**config.mk**
```make
export PLATFORM = sky130hd
export DESIGN_NAME = shift_rotate_unit
export DESIGN_NICKNAME = d
export VERILOG_FILES = /design/src/rtl/shift_rotate_unit.sv
export SDC_FILE = /design/constraint.sdc
export NUM_CORES = 1
export LEC_CHECK = 0
export ABC_AREA = 1
export CAP_MARGIN = 20
export CORE_ASPECT_RATIO = 0.5
export CORE_MARGIN = 3
export CORE_UTILIZATION = 59
export DETAILED_ROUTE_END_ITERATION = 8
export DONT_BUFFER_PORTS = 1
export PLACE_DENSITY = 0.84
export SYNTH_ARGS = -nofsm -noshare
export SYNTH_HDL_FRONTEND = slang
export SYNTH_SLANG_ARGS = --single-unit
```
**constraint.sdc**
```tcl
create_clock -name clk -period 1.77 [get_ports clk]
set_input_delay 0.177 -clock clk [delete_from_list [all_inputs] [get_ports clk]]
set_output_delay 0.177 -clock clk [all_outputs]
set_load 0.005 [all_outputs]
```
**src/rtl/shift_rotate_unit.sv**
```systemverilog
module shift_rotate_unit #(
  parameter int CNT_W = 8
) (
  input  logic             clk,
  input  logic             rst_n,
  input  logic             start,
  input  logic [2:0]       op,
  input  logic             wide,
  input  logic             use_reg,
  input  logic [CNT_W-1:0] cnt_reg,
  input  logic [15:0]      operand,
  input  logic             cf_in,
  input  logic             of_in,
  input  logic             sf_in,
  input  logic             zf_in,
  input  logic             pf_in,
  output logic [15:0]      result,
  output logic             cf_out,
  output logic             of_out,
  output logic             sf_out,
  output logic             zf_out,
  output logic             pf_out,
  output logic             busy,
  output logic             done
);
  localparam logic [2:0] OP_SHL = 3'd0, OP_SHR = 3'd1, OP_SAR = 3'd2, OP_ROL = 3'd3,
                         OP_ROR = 3'd4, OP_RCL = 3'd5, OP_RCR = 3'd6, OP_SAL = 3'd7;

  logic [2:0]       op_q;
  logic             wide_q, one_q, zero_q, msb0_q;
  logic [CNT_W-1:0] rem_q;

  logic        is_left, is_rot, msb, msb2, lin, rin, bit_out;
  logic [15:0] nxt;
  logic [CNT_W-1:0] eff_cnt;

  assign eff_cnt = use_reg ? cnt_reg : CNT_W'(1);
  assign is_left = (op_q == OP_SHL) || (op_q == OP_SAL) || (op_q == OP_ROL) || (op_q == OP_RCL);
  assign is_rot  = (op_q == OP_ROL) || (op_q == OP_ROR) || (op_q == OP_RCL) || (op_q == OP_RCR);
  assign msb     = wide_q ? result[15] : result[7];
  assign msb2    = wide_q ? result[14] : result[6];
  assign lin     = (op_q == OP_ROL) ? msb : (op_q == OP_RCL) ? cf_out : 1'b0;
  assign rin     = (op_q == OP_SAR) ? msb : (op_q == OP_ROR) ? result[0] :
                   (op_q == OP_RCR) ? cf_out : 1'b0;
  assign bit_out = is_left ? msb : result[0];

  always_comb begin
    if (is_left) begin
      nxt = {result[14:0], lin};
    end else begin
      nxt = {1'b0, result[15:1]};
      if (wide_q) nxt[15] = rin;
      else        nxt[7]  = rin;
    end
    if (!wide_q) nxt[15:8] = 8'h00;
  end

  always_ff @(posedge clk or negedge rst_n) begin
    if (!rst_n) begin
      result <= '0; cf_out <= 1'b0; of_out <= 1'b0; sf_out <= 1'b0;
      zf_out <= 1'b0; pf_out <= 1'b0; busy <= 1'b0; done <= 1'b0;
      op_q <= '0; wide_q <= 1'b0; one_q <= 1'b0; zero_q <= 1'b0;
      msb0_q <= 1'b0; rem_q <= '0;
    end else begin
      done <= 1'b0;
      if (!busy) begin
        if (start) begin
          result <= wide ? operand : {8'h00, operand[7:0]};
          cf_out <= cf_in; of_out <= of_in; sf_out <= sf_in;
          zf_out <= zf_in; pf_out <= pf_in;
          op_q   <= op;
          wide_q <= wide;
          rem_q  <= eff_cnt;
          one_q  <= (eff_cnt == CNT_W'(1));
          zero_q <= (eff_cnt == '0);
          msb0_q <= wide ? operand[15] : operand[7];
          busy   <= 1'b1;
        end
      end else if (rem_q != '0) begin
        result <= nxt;
        cf_out <= bit_out;
        rem_q  <= rem_q - CNT_W'(1);
      end else begin
        busy <= 1'b0;
        done <= 1'b1;
        if (!zero_q && !is_rot) begin
          sf_out <= msb;
          zf_out <= (result == 16'h0000);
          pf_out <= ~^result[7:0];
        end
        if (one_q) begin
          if (is_left)              of_out <= msb ^ cf_out;
          else if (op_q == OP_SHR)  of_out <= msb0_q;
          else if (op_q == OP_SAR)  of_out <= 1'b0;
          else                      of_out <= msb ^ msb2;
        end
      end
    end
  end

  p_done_single_r5: assert property (@(posedge clk) disable iff (!rst_n)
    done |=> !done);
  p_done_idle_r5: assert property (@(posedge clk) disable iff (!rst_n)
    done |-> !busy);
  p_one_latency_r5: assert property (@(posedge clk) disable iff (!rst_n)
    (start && !busy && !use_reg) |=> ##2 done);
  p_zero_latency_r6: assert property (@(posedge clk) disable iff (!rst_n)
    (start && !busy && use_reg && cnt_reg == '0) |=> ##1 done);
  p_sar_no_overflow_r7: assert property (@(posedge clk) disable iff (!rst_n)
    (done && one_q && op_q == OP_SAR) |-> !of_out);
  p_rot_flags_r9: assert property (@(posedge clk) disable iff (!rst_n)
    (busy && is_rot) |=> ($stable(sf_out) && $stable(zf_out) && $stable(pf_out)));
  p_byte_upper_r10: assert property (@(posedge clk) disable iff (!rst_n)
    (busy && !wide_q) |-> (result[15:8] == 8'h00));
  p_busy_hold_r11: assert property (@(posedge clk) disable iff (!rst_n)
    (busy && start) |=> $stable(op_q));
endmodule

```
==> flow_summary.json <==
{
  "status": "completed",
  "synth_compound_area_frac": 0.202,
  "ys.warnings.count": 0,
  "period_minus_slack_ns": 1.65,
  "dr.max_layer_used": "met4",
  "numCtsBuffers": 5,
  "drt_iter0_drc": 123,
  "synthTopCellsByArea": "dfrtp_1, nand2_1, a21oi_1",
  "min_to": "op_q[2]",
  "syn-cell-area_um2": 2460,
  "hold_viol_final": 0,
  "layout_common_cells": "nand2_1, a21oi_1, inv_1",
  "cts_root_buf": "clkbuf_8",
  "yosysTopAreaCell": "dfrtp_1",
  "coreArea_um2": 3720,
  "setup.worst_path.start_class": "register",
  "r2r_end": "zf_out",
  "ys_seq_area_frac": 0.387,
  "required_ns": 1.96,
  "fillers": 303,
  "hold_path.class": "input port to register",
  "crit_arrival_ns": 1.84,
  "postRouteAntennaNets": 0,
  "layout_commonest_cell": "nand2_1",
  "grt_use_total": 0.249,
  "ys_seq_elements": 38,
  "ir_worst_vdd_mv": 0.782,
  "postSynthCellCount": 359,
  "antennaDiodeCount": 0,
  "placed_cell_area_um2": 2500,
  "synth_cell_types": 29,
  "drc": 0,
  "design_area_um2": 2650,
  "placed_cells": 403,
  "nets": 404,
  "min-delay-start": "op[2]",
  "worst_skew_pair.late_latency_ns": 0.29,
  "postCtsSetupBuffers": 0,
  "regMostFlops": "result",
  "drt_pass1_iterations": 5,
  "muxShareOfSynthArea": 0,
  "grt_pass1_vias": 2187,
  "die_x_um": 97.3,
  "synthAdderAreaFrac": 0.0305,
  "worst_pin_slew_ns": 0.455,
  "vias_per_cell": 5.76,
  "start_util": 0.662,
  "clockBufferDepth": 2,
  "synth_area_per_cell_um2": 6.85,
  "die-area_um2": 5030,
  "grt_pass1_wl_um": 10000,
  "synth_nets": 402,
  "syn_to_final_growth_pct": 7.88,
  "r2r_cells": 11,
  "num_vias": 2378,
  "slew_violations": 0,
  "cts.reportedPaths.clkPinSlew_ns": 0.08,
  "fin_skew_ns": 0.00301,
  "r2r_slack_ns": 0.12,
  "wl_met3_um": 518,
  "synth_top_area_share": 0.387,
  "setup.worst_path.class": "register to register",
  "fp.dieH_um": 51.7,
  "cap_viol_max_count": 0,
  "timing.final.crit_share": 0.932,
  "synth_top_family_by_area": "simple AND/OR/NAND/NOR gates",
  "slew_headroom": 0.695,
  "htree_levels": 2,
  "wire_per_inst_um": 14.8,
  "final_core_utilization": 0.714,
  "grt_setup_unrepaired": "true",
  "routabilityCongestion": 0.824,
  "layout.cells.non_filler": 413,
  "synth-xor-area-share": 0.0107,
  "p_leak_nw": 1.35,
  "overflow": 0,
  "crit_fanout": 4,
  "clock_sinks": 38,
  "antenna_found_initial": 0,
  "drt_wl_total_um": 6100,
  "timing.rr.start": "rem_q[0]",
  "final_layout_size_suffix_gt1_frac": 0.0691,
  "port_buffers": 0,
  "cp-end-kind": "register",
  "pin_count": 60,
  "yosys.area_share.simple": 0.262,
  "place_hpwl_um": 4490,
  "wl_met1_um": 2740,
  "cts_tree": "built",
  "max_freq_mhz": 606,
  "dr_wl_met2_um": 2760,
  "num_rows": 15,
  "p_per_area_nw_per_um2": 1850,
  "setup_viol": 0,
  "grt_max_degree": 39,
  "largestRegisters": "result x16, rem_q x8, op_q x3",
  "worstHoldPathCells": 2,
  "largest_register_ffs": 16
}
-- cell usage after synthesis --
cell type and instances:
nand2_1 90, a21oi_1 51, inv_1 43, dfrtp_1 38, nor2_1 38, o21ai_0 35
nand3_1 16, ha_1 6, buf_2 5, clkbuf_1 5, buf_6 4, nor3_1 4
o211ai_1 3, a22o_1 2, inv_2 2, nand2_2 2, nand4_1 2, xor2_1 2
a21boi_0 1, and3_1 1, buf_4 1, nor2_2 1, nor2b_4 1, nor4_1 1
o21ai_1 1, o21ai_2 1, o22ai_1 1, or2_2 1, xnor2_1 1
-- cell families (layout without fill, tap and decap cells) --
group | count (synthesis) | in the layout
AND/OR/NAND/NOR | 157 | 157
adder cells (fa/ha/maj) | 6 | 6
flip-flops | 38 | 38
AO/OA/AOI/OAI | 95 | 95
XOR/XNOR | 3 | 3
buffers and inverters | 60 | 63
-- routing by layer --
| layer | up-vias | track usage |
|---|---|---|
| met5 | - | 0 |
| met4 | 0 | 0.0621 |
| met3 | 15 | 0.0750 |
| met2 | 104 | 0.412 |
| met1 | 1097 | 0.325 |
| li1 | 1162 | - |
-- power by group --
part	switching (mW)	internal, mW	leakage [nW]
registers	0.383	1.25	0.465
clock network	0.314	0.394	0.0575
logic	1.56	0.998	0.827
-- layout make-up --
cell class                      instances  area (µm²)  area share
Multi-Input combinational cell        261        1250       0.471
Timing Repair Buffer                   10         106      0.0401
Clock buffer                            8         110      0.0415
Sequential cell                        38         951       0.358
Inverter                               45         171      0.0646
Tap cell                               51        63.8      0.0240
-- how the worst max path moves through the flow --
| stage | start | endpoint | cells after the start |
|---|---|---|---|
| CTS | rem_q[0] | rem_q[5] | 9 |
| global route | rem_q[0] | zf_out | 11 |
| finish | rem_q[0] | zf_out | 11 |
| global placement | rem_q[0] | rem_q[7] | 10 |
| detailed placement | rem_q[0] | rem_q[5] | 9 |
| floorplan | rem_q[0] | result[15] | 11 |
-- critical path, cell delays in order, from the launching register on --
cell and delay [ns]:
dfrtp_1 0.40, inv_1 0.11, ha_1 0.17, nand2_1 0.09
nor2b_4 0.14, nand2_2 0.09, inv_1 0.09, nand2_1 0.05
nand2_1 0.19, inv_1 0.11, nand2_1 0.07, nand2_1 0.05
-- per-stage QoR --
| stage | setup slack (ns) | hold WS [ns] | setup TNS (ns) | power, mW |
|---|---|---|---|---|
| 2_1_floorplan | 0.312 | -0.119 | 0 | 3.57 |
| 3_3_place_gp | 0.204 | -0.118 | 0 | 4.02 |
| 3_5_place_dp | 0.0788 | -0.118 | 0 | 4.13 |
| 4_1_cts | 0.0514 | 0.00285 | 0 | 4.88 |
| 5_1_grt | -0.0160 | 0.00774 | -0.0386 | 5.37 |
| 6_report | 0.120 | 0.00180 | 0 | 4.90 |
-- repair_timing --
item	4_1_cts	5_1_grt
endpoints found under the setup margin	0	24
endpoints found under the hold margin	38	0
hold buffers	2	0
resized for setup	0	4
(Power assumes the default switching activity.)
